<file path="src/rtl/wdog_pkg.sv">
package wdog_pkg;
  localparam int unsigned BUS_AW = 4;
  localparam int unsigned BUS_DW = 16;

  localparam logic [BUS_AW-1:0] OFS_CTRL   = 4'h0;
  localparam logic [BUS_AW-1:0] OFS_RELOAD = 4'h4;
  localparam logic [BUS_AW-1:0] OFS_COUNT  = 4'h8;
  localparam logic [BUS_AW-1:0] OFS_CLEAR  = 4'hC;

  localparam int unsigned BIT_RST_EN = 0;
  localparam int unsigned BIT_IRQ_EN = 2;
  localparam int unsigned SEL_LSB    = 3;
  localparam int unsigned SEL_W      = 2;
  localparam int unsigned BIT_RUN    = 5;
  localparam int unsigned PRE_LSB    = 8;
  localparam int unsigned PRE_W      = 8;

  localparam logic [BUS_DW-1:0] CTRL_MASK  = 16'hFF3D;
  localparam logic [BUS_DW-1:0] CTRL_RESET = 16'h8021;
  localparam logic [BUS_DW-1:0] DATA_RESET = 16'h8000;
endpackage

</file>
<file path="src/rtl/wdog_tick_gen.sv">
module wdog_tick_gen #(
  parameter int unsigned PRE_W    = 8,
  parameter int unsigned SEL_W    = 2,
  parameter int unsigned DIV_BASE = 4
) (
  input  logic             clk_i,
  input  logic             rst_ni,
  input  logic             en_i,
  input  logic [PRE_W-1:0] pre_i,
  input  logic [SEL_W-1:0] sel_i,
  output logic             tick_o
);
  localparam int unsigned DCNT_W = DIV_BASE + (1 << SEL_W) - 1;

  logic [PRE_W-1:0]  pcnt_q;
  logic [DCNT_W-1:0] dcnt_q;
  logic [DCNT_W-1:0] dlim;
  logic              pre_wrap;
  logic              div_wrap;

  // the last value of the divider stage for the selected ratio
  assign dlim     = DCNT_W'((1 << (DIV_BASE + int'(sel_i))) - 1);
  assign pre_wrap = (pcnt_q >= pre_i);
  assign div_wrap = (dcnt_q >= dlim);
  assign tick_o   = en_i & pre_wrap & div_wrap;

  // both stages are held at zero while stopped, so a restart begins at phase zero
  always_ff @(posedge clk_i or negedge rst_ni) begin
    if (!rst_ni) begin
      pcnt_q <= '0;
      dcnt_q <= '0;
    end else if (!en_i) begin
      pcnt_q <= '0;
      dcnt_q <= '0;
    end else if (pre_wrap) begin
      pcnt_q <= '0;
      dcnt_q <= div_wrap ? '0 : dcnt_q + 1'b1;
    end else begin
      pcnt_q <= pcnt_q + 1'b1;
    end
  end

  p_idle_when_off_r8: assert property (@(posedge clk_i) disable iff (!rst_ni)
    !en_i |=> (pcnt_q == '0) && (dcnt_q == '0));
endmodule

</file>
<file path="src/rtl/wdog_counter.sv">
module wdog_counter #(
  parameter int unsigned        CNT_W     = 16,
  parameter logic [CNT_W-1:0]   RST_COUNT = 16'h8000
) (
  input  logic             clk_i,
  input  logic             rst_ni,
  input  logic             tick_i,
  input  logic             load_i,
  input  logic [CNT_W-1:0] load_val_i,
  input  logic [CNT_W-1:0] reload_i,
  output logic [CNT_W-1:0] count_o,
  output logic             expire_o
);
  logic [CNT_W-1:0] count_q;

  // a keep-alive load in the same cycle as a tick suppresses that tick
  assign expire_o = tick_i & ~load_i & (count_q <= CNT_W'(1));
  assign count_o  = count_q;

  always_ff @(posedge clk_i or negedge rst_ni) begin
    if (!rst_ni)       count_q <= RST_COUNT;
    else if (load_i)   count_q <= load_val_i;
    else if (expire_o) count_q <= reload_i;
    else if (tick_i)   count_q <= count_q - 1'b1;
  end

  p_load_wins_r4: assert property (@(posedge clk_i) disable iff (!rst_ni)
    load_i |=> count_o == $past(load_val_i));
  p_reload_r5: assert property (@(posedge clk_i) disable iff (!rst_ni)
    expire_o |=> count_o == $past(reload_i));
  p_frozen_r8: assert property (@(posedge clk_i) disable iff (!rst_ni)
    (!tick_i && !load_i) |=> $stable(count_o));
endmodule

</file>
<file path="src/rtl/wdog_events.sv">
module wdog_events #(
  parameter int unsigned PULSE_LEN = 128
) (
  input  logic clk_i,
  input  logic rst_ni,
  input  logic expire_i,
  input  logic irq_en_i,
  input  logic rst_en_i,
  input  logic clr_i,
  output logic irq_o,
  output logic sys_rst_o
);
  localparam int unsigned RC_W = $clog2(PULSE_LEN + 1);

  logic            irq_q;
  logic [RC_W-1:0] left_q;

  // a fresh event outranks a clear in the same cycle
  always_ff @(posedge clk_i or negedge rst_ni) begin
    if (!rst_ni)                    irq_q <= 1'b0;
    else if (expire_i && irq_en_i)  irq_q <= 1'b1;
    else if (clr_i)                 irq_q <= 1'b0;
  end

  always_ff @(posedge clk_i or negedge rst_ni) begin
    if (!rst_ni)                    left_q <= '0;
    else if (expire_i && rst_en_i)  left_q <= RC_W'(PULSE_LEN);
    else if (left_q != '0)          left_q <= left_q - 1'b1;
  end

  assign irq_o     = irq_q;
  assign sys_rst_o = (left_q != '0);

  p_irq_cause_r6: assert property (@(posedge clk_i) disable iff (!rst_ni)
    $rose(irq_o) |-> $past(expire_i && irq_en_i));
  p_irq_sticky_r6: assert property (@(posedge clk_i) disable iff (!rst_ni)
    (irq_o && !clr_i) |=> irq_o);
  p_rst_cause_r7: assert property (@(posedge clk_i) disable iff (!rst_ni)
    $rose(sys_rst_o) |-> $past(expire_i && rst_en_i));
  p_quiet_r9: assert property (@(posedge clk_i) disable iff (!rst_ni)
    (expire_i && !irq_en_i && !irq_o) |=> !irq_o);
endmodule

</file>
<file path="src/rtl/wdog_timer.sv">
module wdog_timer
  import wdog_pkg::*;
#(
  parameter int unsigned PULSE_LEN = 128,
  parameter int unsigned DIV_BASE  = 4
) (
  input  logic              clk_i,
  input  logic              rst_ni,
  input  logic [BUS_AW-1:0] bus_addr_i,
  input  logic              bus_we_i,
  input  logic [BUS_DW-1:0] bus_wdata_i,
  output logic [BUS_DW-1:0] bus_rdata_o,
  output logic              irq_o,
  output logic              sys_rst_o
);
  logic [BUS_DW-1:0] ctrl_q;
  logic [BUS_DW-1:0] reload_q;
  logic [BUS_DW-1:0] count;
  logic              wr_ctrl, wr_reload, wr_count, wr_clear;
  logic              tick, expire;

  assign wr_ctrl   = bus_we_i && (bus_addr_i == OFS_CTRL);
  assign wr_reload = bus_we_i && (bus_addr_i == OFS_RELOAD);
  assign wr_count  = bus_we_i && (bus_addr_i == OFS_COUNT);
  assign wr_clear  = bus_we_i && (bus_addr_i == OFS_CLEAR) && bus_wdata_i[0];

  always_ff @(posedge clk_i or negedge rst_ni) begin
    if (!rst_ni) begin
      ctrl_q   <= CTRL_RESET;
      reload_q <= DATA_RESET;
    end else begin
      if (wr_ctrl)   ctrl_q   <= bus_wdata_i & CTRL_MASK;
      if (wr_reload) reload_q <= bus_wdata_i;
    end
  end

  wdog_tick_gen #(.PRE_W(PRE_W), .SEL_W(SEL_W), .DIV_BASE(DIV_BASE)) u_tick (
    .clk_i  (clk_i),
    .rst_ni (rst_ni),
    .en_i   (ctrl_q[BIT_RUN]),
    .pre_i  (ctrl_q[PRE_LSB +: PRE_W]),
    .sel_i  (ctrl_q[SEL_LSB +: SEL_W]),
    .tick_o (tick)
  );

  wdog_counter #(.CNT_W(BUS_DW), .RST_COUNT(DATA_RESET)) u_cnt (
    .clk_i      (clk_i),
    .rst_ni     (rst_ni),
    .tick_i     (tick),
    .load_i     (wr_count),
    .load_val_i (bus_wdata_i),
    .reload_i   (reload_q),
    .count_o    (count),
    .expire_o   (expire)
  );

  wdog_events #(.PULSE_LEN(PULSE_LEN)) u_evt (
    .clk_i     (clk_i),
    .rst_ni    (rst_ni),
    .expire_i  (expire),
    .irq_en_i  (ctrl_q[BIT_IRQ_EN]),
    .rst_en_i  (ctrl_q[BIT_RST_EN]),
    .clr_i     (wr_clear),
    .irq_o     (irq_o),
    .sys_rst_o (sys_rst_o)
  );

  always_comb begin
    unique case (bus_addr_i)
      OFS_CTRL:   bus_rdata_o = ctrl_q;
      OFS_RELOAD: bus_rdata_o = reload_q;
      OFS_COUNT:  bus_rdata_o = count;
      default:    bus_rdata_o = '0;
    endcase
  end

  p_tick_needs_run_r3: assert property (@(posedge clk_i) disable iff (!rst_ni)
    tick |-> ctrl_q[BIT_RUN]);
  p_ctrl_reserved_r2: assert property (@(posedge clk_i) disable iff (!rst_ni)
    (ctrl_q & ~CTRL_MASK) == '0);
endmodule

</file>
<file path="config.mk">
export PLATFORM = sky130hd
export DESIGN_NAME = wdog_timer
export DESIGN_NICKNAME = d
export VERILOG_FILES = /design/src/rtl/wdog_pkg.sv /design/src/rtl/wdog_tick_gen.sv /design/src/rtl/wdog_counter.sv /design/src/rtl/wdog_events.sv /design/src/rtl/wdog_timer.sv
export SDC_FILE = /design/constraint.sdc
export NUM_CORES = 1
export LEC_CHECK = 0
export ABC_AREA = 1
export BUFFER_PORTS_ARGS = -buffer_cell sky130_fd_sc_hd__buf_2
export CORE_MARGIN = 2
export CORE_UTILIZATION = 55
export DETAILED_ROUTE_END_ITERATION = 12
export GPL_TIMING_DRIVEN = 0
export PLACE_DENSITY_LB_ADDON = 0.3
export SLEW_MARGIN = 20
export SYNTH_ARGS = -nofsm -noshare
export SYNTH_HDL_FRONTEND = slang
export SYNTH_SLANG_ARGS = --single-unit
</file>
<file path="constraint.sdc">
create_clock -name clk_i -period 2.6 [get_ports clk_i]
set_clock_uncertainty 0.1 [all_clocks]
set_input_delay 0.26 -clock clk_i [delete_from_list [all_inputs] [get_ports clk_i]]
set_output_delay 0.26 -clock clk_i [all_outputs]
set_load 0.02 [all_outputs]
</file>
* Word-level counts from Yosys, hierarchy flattened
Index checks and enable logic that the tools add are counted.
** Storage, ports and cells
- Flip-flop bits (word level) :: 69
- Input port bits :: 23
- Logic and storage cells :: 51
** Cells by class
- Add/sub/neg operators :: 6
- $lt $le $gt $ge :: 3
- Equality and inequality tests :: 4
- Shifts and indexed selects :: 1
- Muxes and demuxes :: 13
- Bitwise logic cells :: 5
- Reductions and logical operators :: 12
** Operators with widths (number)
- $mux W16 :: 3
- $pmux W16 S3 :: 1
- $mux W8 :: 4
- $shl A1 B32 Y7 const A :: 1
- $mux W7 :: 3
- $le A16 B1 Y1 const B :: 1
- $sub A16 B1 Y16 const B :: 1
- $add A8 B1 Y8 const B :: 1
- $eq A4 B4 Y1 const B :: 2
- $ge A8 B8 Y1 :: 1
- $reduce_bool A8 Y1 :: 1
- $sub A8 B1 Y8 const B :: 1
- $add A7 B1 Y7 const B :: 1
- $ge A7 B7 Y1 :: 1
- $logic_and A1 B1 Y1 :: 7
- $sub A7 B2 Y7 const B :: 1
- $add A3 B2 Y4 const A :: 1
- $and A1 B1 Y1 :: 4
- $eq A4 B3 Y1 const B :: 1
- $logic_not A4 Y1 :: 1
- $reduce_bool A2 Y1 :: 2
- $reduce_bool A3 Y1 :: 1
- $mux W1 :: 2
- $ne A2 B1 Y1 const B :: 1
- $not A1 Y1 :: 1

* Depth between registers and ports, before layout
Gate-level depths: netlist of the first run.
- Depth in word-level cells :: 9
- Mapped depth :: 15
- Gate-level depth less buffers :: 14

* Modules after synthesis
A second synthesis of the first run with hierarchy kept.
** Unflattened totals
- Cell total of the unflattened synthesis :: 662
- Area total of the unflattened synthesis :: 4813.4 um^2
** Modules (own cells, without submodules)
- wdog_timer :: instances 1, cells each 208, area each 1600.3 um^2, seq. area each 730.7 um^2
- wdog_counter :: instances 1, cells each 220, area each 1466.4 um^2, seq. area each 401.6 um^2
- wdog_tick_gen :: instances 1, cells each 164, area each 1213.7 um^2, seq. area each 375.4 um^2
- wdog_events :: instances 1, cells each 70, area each 533.0 um^2, seq. area each 225.2 um^2

* Least setup slack after synthesis of the first run
Ideal clock, no wire load.
- Path type :: register -> register
- From :: register ctrl_q[15]
- To :: register u_cnt.count_q[10] (netlist: u_cnt.count_o[10])
- Library setup time :: 0.124 ns
- Data arrival time :: 1.710 ns
- Data required time :: 2.376 ns
- Slack :: 0.666 ns
- Cell stages (with the launch flop) :: 12
- Buffers on the path :: 1
- Cells stage by stage :: dfstp_2 -> inv_1 -> ha_1 -> nand2_1 -> o21a_1 -> nand2_1 -> nand3_4 -> nand2_1 -> inv_2 -> buf_6 -> nand2_1 -> nand3_1
** Between the ends
- Word-level cells in the longest chain between the ends :: 7
- Elaborated cells on any way between the ends :: 8
- Those cells by class :: 1 x order compare; 2 x mux; 4 x bitwise; 1 x reduce/logical
** RTL lines
- from (decl) :: line wdog_timer.sv:16 : logic [BUS_DW-1:0] ctrl_q;
- from (signal assigned) :: line wdog_timer.sv:32 : if (wr_ctrl) ctrl_q <= bus_wdata_i & CTRL_MASK;
- $ge A8 B8 Y1 * :: line wdog_tick_gen.sv:23 : assign pre_wrap = (pcnt_q >= pre_i);
- $and A1 B1 Y1 * (2 in a row) :: line wdog_tick_gen.sv:25 : assign tick_o = en_i & pre_wrap & div_wrap;
- $and A1 B1 Y1 (2 in a row) :: line wdog_counter.sv:17 : assign expire_o = tick_i & ~load_i & (count_q <= CNT_W'(1));
- $mux W16 :: line wdog_counter.sv:23 : else if (expire_o) count_q <= reload_i;
- $mux W16 :: line wdog_counter.sv:22 : else if (load_i) count_q <= load_val_i;
- to (signal assigned) :: line wdog_counter.sv:22
- to (signal assigned) :: line wdog_counter.sv:23
- to (signal assigned) :: line wdog_counter.sv:24 : else if (tick_i) count_q <= count_q - 1'b1;
- to (decl) :: line wdog_counter.sv:14 : logic [CNT_W-1:0] count_q;
Every way passes the cells marked *; elsewhere a longest branch is shown, timed or not.
A chain may end at the register's enable or synchronous reset.

* Worst setup path after layout of the first run
- From :: input bus_addr_i[1]
- To :: output bus_rdata_o[3]
** Between the ends
- Word-level cells in the longest chain between the ends :: 2
- Elaborated cells on any way between the ends :: 4
- Those cells by class :: 2 x eq/ne; 1 x mux; 1 x reduce/logical
** RTL lines
- from (decl) :: line wdog_timer.sv:9 : input logic [BUS_AW-1:0] bus_addr_i,
- $eq A4 B4 Y1, or another cell as far along :: line wdog_timer.sv:69 : unique case (bus_addr_i)
- $pmux W16 S3 * :: line wdog_timer.sv:69
- to (decl) :: line wdog_timer.sv:12 : output logic [BUS_DW-1:0] bus_rdata_o,
Marks and branches as above.

==> impl_metrics.toml, run 1 <==
[detailed_routing]
antenna_left = 0
detail_route.wirelength_um = 11070
post_drt_wl_per_cell_um = 15.27
detail_route.drc_violations = 0
viasPerCell = 5.383
vias = 3903
drt_iter0_markers = 279
firstDrtPassIters = 5

[critical_path]
cpMostUsedCell = "buf_2"
timing.critical_path.from = "bus_addr_i[1]"
crit_type = "in2out"
cpPeakStageDelay_ps = 490
list_of_cells_traversed_by_the_critical_path = "buf_2, or2_4, nor3_4, clkinv_1, o221ai_1, buf_2"
critical_path_arrival_ps = 2110
cp_max_delay_cell = "clkinv_1"
critPathLaunchType = "input port"
crit_path_max_fanout = 10
timing.critical_path.required_ps = 2240
critical_path.reg2reg.startpoint = "ctrl_q[15]$_DFFE_PN1P_"
setup.worst_path.end_class = "output port"

[placed_design]
numPlacedInstances = 709
gpl.final_weighted_congestion = 0.8969
io_buffers = 40
dp.final_hpwl_um = 8161

[yosys]
synthesis.nets = 605
yosys-top-cells-count = "168 x nand2_1, 79 x inv_1, 64 x dfrtp_1, 49 x nor2_1, 35 x nand3_1"
synth_area_sq_um = 4300
ys_seq_area_frac = 0.4030
synth_ff_type = "dfrtp_1"
ys_seq_elements = 69
synthCells = 566
share_of_yosys_cell_area_claimed_by_the_top_area_cell_type = 0.3724
synth_async_reset_ratio = 1.000
post-synth-top-count-cell = "nand2_1"
synth.area.top_cells = "dfrtp_1 37%, nand2_1 15%, inv_1 6.9%"
netlist.top_cell.by_area = "dfrtp_1"
yosys_warnings = 0
number_of_flops_mapped_to_enable_cells_by_yosys = 0
synth_cell_type_count = 44
syn_area_per_cell_sq_um = 7.598

[grt]
grt_usage = 0.2855
grt_antenna_before_repair = 0
first_pass_grt_wire_length_um = 18890
first_global_vias = 3908
grt_remaining_overflow = 0
pin_count_of_the_biggest_net_entering_global_routing = 52

[power]
powerDensity_nw_per_um2 = 621.6
leakage_power_nw = 2.416
max-vdd-ir-drop_mv = 0.2675
fin_total_pwr_mw = 3.012

[die]
ioPinCount = 41
chipWidth_um = 92.43
design.die.area_sq_um = 8542
fp.coreArea_sq_um = 7647
initial_core_util = 0.5623
die_h_um = 92.43
placementRows = 32

[clock_network]
htree_levels = 3
clock_sink_count = 69
reg_clk_slew_reported_paths_ps = 80
tritoncts_clock_tree = "built"
cts_max_path_buffers = 2
clk_latency_ps = 350
clockRootBuffer = "clkbuf_8"
post-cts-setup-buffer-count = 0
tritoncts.num_buffers = 9

[sta]
final.setup.tns_ps = 0
finalSetupViolations = 0
final_min_period_over_clock_period = 0.9515
slew_violations = 0
hold_viol = 0
maxClockFrequency_mhz = 404.2
max_slew_margin = 0.5813
worst-slew-pin-transition_ps = 628.1
min_period_ps = 2474
rsz_0062_raised_after_global_routing = "false"

[final_layout]
insertedDiodeCount = 0
area.growth.synth_to_final_pct = 12.69
layout.cells.non_filler = 725
post-route-util = 0.6337
final_net_count = 658
layout-drive-gt1-share = 0.1605

[run]
maxCapViolations = 0

[hold_path]
hold_start = "bus_wdata_i[2]"
holdCritPathClass = "in2reg"

[outcome]
result_of_the_run = "finished, final reports clean"
-- layout make-up --
cell class / count / area, sq um
plain buffers: 13 / 112.6
well taps: 102 / 127.6
multi-input cells: 400 / 2135
fillers: 659 / 2801
clock buffers: 14 / 172.7
clock inverters: 1 / 5.005
flip-flops and latches: 69 / 1733
repair buffers: 42 / 240.2
inverters: 84 / 320.3
-- cells in the final DEF (no fill, tap or decap), types with 2 or more instances in the layout --
master / count
or2_2: 2
buf_2: 42
dfrtp_1: 64
o211ai_1: 4
nand3_1: 35
nand2_1: 168
o221ai_1: 10
a21oi_1: 13
inv_1: 79
nor2_1: 49
clkbuf_8: 12
xnor2_1: 2
nand2_2: 3
ha_1: 16
o31ai_1: 2
inv_2: 3
nand3_2: 2
dfstp_2: 5
nor3_1: 3
buf_6: 6
nand3b_1: 2
nor2_2: 4
buf_4: 2
nand4_1: 4
o21ai_1: 18
o211ai_2: 2
nor3_4: 2
xor2_1: 19
o22ai_1: 5
clkbuf_1: 3
o21ai_2: 5
o21ai_0: 21
-- registers in the layout, summed over array words and instances (netlist names) --
| signal | flops |
|---|---|
| u_tick.pcnt_q | 8 |
| u_evt.irq_o | 1 |
| u_tick.dcnt_q | 7 |
| ctrl_q | 13 |
| reload_q | 16 |
| u_cnt.count_o | 16 |
| u_evt.left_q | 8 |
-- cell families after synthesis --
family	synth area share
AND/OR/NAND/NOR	0.2863
buffers and inverters	0.1007
AO/OA/AOI/OAI	0.1181
flip-flops	0.4030
XOR/XNOR	0.04277
adder cells (fa/ha/maj)	0.04655
multiplexers	0.002618
-- path summary, 6_finish.rpt --
check	to	slack, ps	cells past startpoint
worst min register to register	reload_q[15]$_DFFE_PN1P_	380	2
worst max register to register	u_cnt.count_o[6]$_DFFE_PN0P_	410	11
worst max-delay path	bus_rdata_o[3]	130	6
worst min-delay path	u_cnt.count_o[2]$_DFFE_PN0P_	50	3
min in group asynchronous	u_cnt.count_o[1]$_DFFE_PN0P_	240	2
max in group asynchronous	ctrl_q[5]$_DFFE_PN1P_	1560	3
-- power by group --
group	switching (mW)	total [mW]	internal, mW
clock	0.396	0.815	0.419
combinational	0.521	0.808	0.287
sequential	0.151	1.39	1.24
total	1.07	3.01	1.94
-- per-layer routing --
metal  wire (um)  part of all wire  vias to the layer above  track usage
li1            -                 -                     1918            -
met1        4937              0.45                     1843       0.3829
met2        5174              0.47                      118       0.4580
met3         669             0.060                       24      0.04557
met4         291             0.026                        0       0.1269
met5           0                 0                        -            0
-- through the flow --
stage / setup WS, ps / area [sq um] / hold WS (ps)
6_report: 126.2 / 4846 / 51.01
5_1_grt: 128.7 / 4846 / 45.79
4_1_cts: 189.7 / 4846 / 44.31
3_5_place_dp: 196.7 / 4658 / 69.90
3_3_place_gp: 218.6 / 4628 / 363.1
2_1_floorplan: 665.7 / 4300 / -135.6
-- what timing repair did --
item,in CTS,in global routing
gates resized for setup,0,0
hold endpoints to repair,18,0
hold buffers,1,0
-- critical path: cells and delay by family --
kind	cells	cell delay [ps]
and+or+nand+nor	2	650
buffers and inverters	3	820
AOI/OAI and AO/OA	1	380
No activity file was read; power rests on OpenSTA's default activity.
==> run 2, diff against run 1 <==
- CTS_BUF_LIST: not set -> sky130_fd_sc_hd__clkbuf_8
==> run 2 against run 1 <==
  * Register-to-register slack barely moved
  * Critical path depth did not move
  * Clock power barely moved
  * Global-route usage did not move
  * Cell count did not move
  * Die area did not move
  * Via count fell by 0.36%
  * Sequential cell count did not move
  * Worst setup slack got worse by 18 ps
  * First-iteration DRC count rose by 1.1%
==> impl_metrics.toml, run 2 (same netlist as run 1, synthesis figures left out) <==
[clock_network]
clk_latency_ps = 350
htree_levels = 3
cts_max_path_buffers = 2
reg_clk_slew_reported_paths_ps = 70
tritoncts_clock_tree = "built"
tritoncts.num_buffers = 9
clock_sink_count = 69
clockRootBuffer = "clkbuf_8"

[detailed_routing]
post_drt_wl_per_cell_um = 15.32
detail_route.wirelength_um = 11110
viasPerCell = 5.364
detail_route.drc_violations = 0
antenna_left = 0
drt_iter0_markers = 282
vias = 3889
firstDrtPassIters = 5

[grt]
gr-usage-met1 = 0.3829
first_pass_grt_wire_length_um = 18890
grt.met3_usage = 0.04557
grt_antenna_before_repair = 0
pin_count_of_the_biggest_net_entering_global_routing = 52
busiest_layer = "met2"
first_global_vias = 3908
groute.layer.met2.usage = 0.4580
grt_usage = 0.2855
grt_remaining_overflow = 0

[die]
die_h_um = 92.43
placementRows = 32
ioPinCount = 41
fp.coreArea_sq_um = 7647
design.die.area_sq_um = 8542
initial_core_util = 0.5623
chipWidth_um = 92.43

[final_layout]
filler_cells_inserted = 659
layout.cells.non_filler = 725
area.growth.synth_to_final_pct = 12.69
layout_commonest_cell = "nand2_1"
postLayoutCellArea_sq_um = 4846
most-common-layout-cells = "168 x nand2_1, 81 x inv_1, 64 x dfrtp_1"
layout-drive-gt1-share = 0.1605
final_net_count = 658
insertedDiodeCount = 0

[critical_path]
worst_path_dominant_cell_family = "buffers and inverters"
r2r-end = "u_cnt.count_o[6]$_DFFE_PN0P_"
worstRegToRegCells = 11
timing.critical_path.from = "bus_addr_i[1]"
critical_path.reg2reg.startpoint = "ctrl_q[15]$_DFFE_PN1P_"
cp_max_delay_cell = "clkinv_1"
critical_path_arrival_ps = 2130
timing.critical_path.required_ps = 2240
setup.worst_path.end_class = "output port"
timing.reg2reg.setup_slack_ps = 410
critical_path_depth = 6
critPathLaunchType = "input port"
cpMostUsedCell = "buf_2"
path_buf_inv = 3
crit_path_max_fanout = 10
list_of_cells_traversed_by_the_critical_path = "buf_2, or2_4, nor3_4, clkinv_1, o221ai_1, buf_2"
crit_type = "in2out"
cpPeakStageDelay_ps = 500

[sta]
worst-slew-pin-transition_ps = 620.8
finalSetupViolations = 0
final.setup.worst_slack_ps = 108.0
slew_violations = 0
min_period_ps = 2492
final.setup.tns_ps = 0
maxClockFrequency_mhz = 401.3
rsz_0062_raised_after_global_routing = "false"
hold_viol = 0
max_slew_margin = 0.5861
final_min_period_over_clock_period = 0.9585

[power]
p_switching_mw = 1.073
seq_power_share = 0.462
max-vdd-ir-drop_mv = 0.2678
cell_internal_pwr_mw = 1.936
leakage_power_nw = 2.424
powerDensity_nw_per_um2 = 621.1
switching_share = 0.3566
p_clk_frac = 0.270
combinational_fraction_of_design_power = 0.268

[placed_design]
detailedPlace.worstSlack_ps = 196.7
dp.final_hpwl_um = 8161
numPlacedInstances = 709
gpl.final_weighted_congestion = 0.8969
io_buffers = 40
detailed_place.area_sq_um = 4658

[hold_path]
min_delay_path_depth = 3
hold_start = "bus_wdata_i[15]"
holdCritPathClass = "in2reg"
min_delay_worst_endpoint = "u_cnt.count_o[15]$_DFFE_PN1P_"

[outcome]
result_of_the_run = "finished, final reports clean"

[run]
maxCapViolations = 0
[run 2: cell types whose count changed in the layout (fill, tap and decap cells not counted)]
cell / previous run / this run
clkbuf_1: 3 / 1
inv_1: 79 / 81
[run 2: power by group through the flow]
stage               logic [mW]  registers (mW)  clock network, mW
detailed placement       0.799            1.40                  0
floorplan                0.595            1.36                  0
finish                   0.808            1.39              0.812
CTS                      0.806            1.39              0.823
global placement         0.773            1.40                  0
global route             0.942            1.41              0.874
[run 2: timing repair]
| action | 4_1_cts | 5_1_grt |
|---|---|---|
| gates resized for setup | 0 | 0 |
| hold buffers | 1 | 0 |
| buffers inserted | 0 | 0 |
| endpoints found under the hold margin | 18 | 0 |
[run 2: worst min-delay path, cell delays in order]
cell     delay, ps
buf_2           90
nand2_1         50
nand3_1         70
[run 2: how the worst max path moves through the flow]
stage | endpoint | slack [ps]
after floorplan | u_cnt.count_o[10]$_DFFE_PN0P_ | 670
after global placement | bus_rdata_o[5] | 220
after detailed placement | bus_rdata_o[5] | 200
after CTS | bus_rdata_o[5] | 190
after global routing | bus_rdata_o[3] | 130
final | bus_rdata_o[5] | 110
[run 2: area by class of cell]
class	count	area, sq um	area share
Buffer	13	112.6	0.02324
Clock inverter	3	12.51	0.002582
Sequential cell	69	1733	0.3576
Clock buffer	12	165.2	0.03408
Inverter	84	320.3	0.06610
Tap cell	102	127.6	0.02634
Timing Repair Buffer	42	240.2	0.04957
Multi-Input combinational cell	400	2135	0.4405
[run 2: layer usage]
metal / wire [um] / vias to the layer above / share of wire
li1: - / 1917 / -
met1: 4963 / 1832 / 0.45
met2: 5169 / 113 / 0.47
met5: 0 / - / 0
met3: 665 / 27 / 0.060
met4: 310 / 0 / 0.028
[run 2: metrics by stage]
stage / hold slack [ps] / utilization / total power [mW]
6_report: 51.22 / 0.6337 / 3.010
5_1_grt: 45.79 / 0.6337 / 3.226
4_1_cts: 44.31 / 0.6337 / 3.015
3_5_place_dp: 69.90 / 0.6091 / 2.203
3_3_place_gp: 363.1 / 0.6052 / 2.171
2_1_floorplan: -135.6 / - / 1.954
==> run 3, diff against run 2 <==
--- a/constraint.sdc
+++ b/constraint.sdc
@@ -3,3 +3,3 @@
 set_input_delay 0.26 -clock clk_i [delete_from_list [all_inputs] [get_ports clk_i]]
 set_output_delay 0.26 -clock clk_i [all_outputs]
-set_load 0.02 [all_outputs]
+set_load 0.1 [all_outputs]
==> run 3 against run 2 <==
  * Register-to-register slack lost 30 ps
  * Highest routed layer unchanged
  * Largest cell class unchanged
  * Combinational power grew 12%
  * Design area grew 0.36%
  * Global-route usage shrank 0.33 points
  * Total power grew 5.4%
  * Wire length grew 2.0%
  * Sequential power is essentially flat
  * Hold slack lost 11 ps
  * Sequential cell count is the same
  * Critical path type unchanged
  * First-iteration DRC count grew 21%
  * Critical path depth is the same
  * Utilization grew 0.23 points
==> impl_metrics.toml, run 3 (same netlist as run 1, synthesis figures left out) <==
[placed_design]
numPlacedInstances = 709
io_buffers = 40
gpl.final_weighted_congestion = 0.9066
detailed_place.area_sq_um = 4662
dp.final_hpwl_um = 8296

[sta]
max_slew_margin = 0.6164
hold_viol = 0
final_min_period_over_clock_period = 0.9746
worst-slew-pin-transition_ps = 573.5
finalSetupViolations = 0
rsz_0062_raised_after_global_routing = "false"
slew_violations = 0
maxClockFrequency_mhz = 394.6
min_period_ps = 2534

[final_layout]
filler_cells_inserted = 711
layout_commonest_cell = "nand2_1"
most-common-layout-cells = "168 x nand2_1, 80 x inv_1, 64 x dfrtp_1"
area.sequential_sq_um = 1733
layout.cells.non_filler = 726
multi_input_area_sq_um = 2141
area.growth.synth_to_final_pct = 13.09
final_net_count = 658
insertedDiodeCount = 0
layout-drive-gt1-share = 0.1683
postLayoutCellArea_sq_um = 4863

[clock_network]
clk_latency_ps = 350
htree_levels = 3
tritoncts.num_buffers = 9
clockRootBuffer = "clkbuf_8"
cts_max_path_buffers = 2
tritoncts_clock_tree = "built"
reg_clk_slew_reported_paths_ps = 80
clock_sink_count = 69

[critical_path]
critPathLaunchType = "input port"
critical_path_arrival_ps = 2170
crit_type = "in2out"
setup.worst_path.end_class = "output port"
timing.critical_path.required_ps = 2240
crit_path_max_fanout = 10

[grt]
grt_remaining_overflow = 0
first_global_vias = 3851
pin_count_of_the_biggest_net_entering_global_routing = 42
grt_usage = 0.2822
first_pass_grt_wire_length_um = 18710
grt_antenna_before_repair = 0

[detailed_routing]
vias = 3939
post_drt_wl_per_cell_um = 15.60
drt_iter0_markers = 340
antenna_left = 0
detail_route.drc_violations = 0
detail_route.wirelength_um = 11330
viasPerCell = 5.426
firstDrtPassIters = 5

[run]
maxCapViolations = 0

[die]
chipWidth_um = 92.43
fp.coreArea_sq_um = 7647
initial_core_util = 0.5623
ioPinCount = 41
die_h_um = 92.43
placementRows = 32
design.die.area_sq_um = 8542

[power]
powerDensity_nw_per_um2 = 652.4
leakage_power_nw = 2.421
max-vdd-ir-drop_mv = 0.3949

[hold_path]
holdCritPathClass = "in2reg"

[outcome]
result_of_the_run = "finished, final reports clean"
run 3: through the flow:
step | power, mW | hold slack, ps | setup WS, ps | setup TNS [ps] | utilization
floorplan | 2.044 | -135.6 | -292.3 | -3675 | -
global placement | 2.257 | 363.2 | 142.3 | 0 | 0.6067
detailed placement | 2.295 | 112.2 | 125.5 | 0 | 0.6096
CTS | 3.173 | 31.39 | 117.4 | 0 | 0.6360
global route | 3.372 | 48.50 | 50.25 | 0 | 0.6360
finish | 3.173 | 40.00 | 66.03 | 0 | 0.6360
run 3: worst paths after layout:
path                                          start                       endpoint  depth (start not counted)  slack (ps)
hold reg to reg            reload_q[15]$_DFFE_PN1P_       reload_q[15]$_DFFE_PN1P_                          2         380
setup reg to reg             ctrl_q[15]$_DFFE_PN1P_   u_cnt.count_o[2]$_DFFE_PN0P_                         11         380
max in group asynchronous                    rst_ni          ctrl_q[5]$_DFFE_PN1P_                          3        1510
hold / removal                      bus_wdata_i[10]  u_cnt.count_o[10]$_DFFE_PN0P_                          3          40
min in group asynchronous                    rst_ni        reload_q[7]$_DFFE_PN0P_                          2         270
setup / recovery                      bus_addr_i[1]                 bus_rdata_o[4]                          6          70
run 3: report_power, final:
part / internal [mW] / switching [mW]
Clock: 0.438 / 0.437
Sequential: 1.24 / 0.155
Combinational: 0.286 / 0.619
Total: 1.96 / 1.21
run 3: worst max-delay path, cell delays in order:
cell,delay (ps)
buf_2,110
or2_4,280
nor3_4,390
clkinv_2,330
o221ai_1,310
buf_2,480
run 3: timing repair:
action                                 CTS  global route
gates resized for setup                  0             0
endpoints found under the hold margin   25             0
buffers inserted                         0             0
hold buffers                             1             0
run 3: cell type report:
class,count,area share
buffer,13,0.02393
timing repair buffer,42,0.04785
sequential,69,0.3563
multi-input combinational,400,0.4402
tap,102,0.02624
inverter,84,0.06612
clock inverter,7,0.01389
clock buffer,9,0.02547
run 3: per-layer routing:
metal / global-route usage / vias to the layer above / wire (um)
met5: 0 / - / 0
met4: 0.09204 / 0 / 161
met3: 0.04150 / 13 / 813
met2: 0.4811 / 147 / 5577
met1: 0.3704 / 1857 / 4776
li1: - / 1922 / -
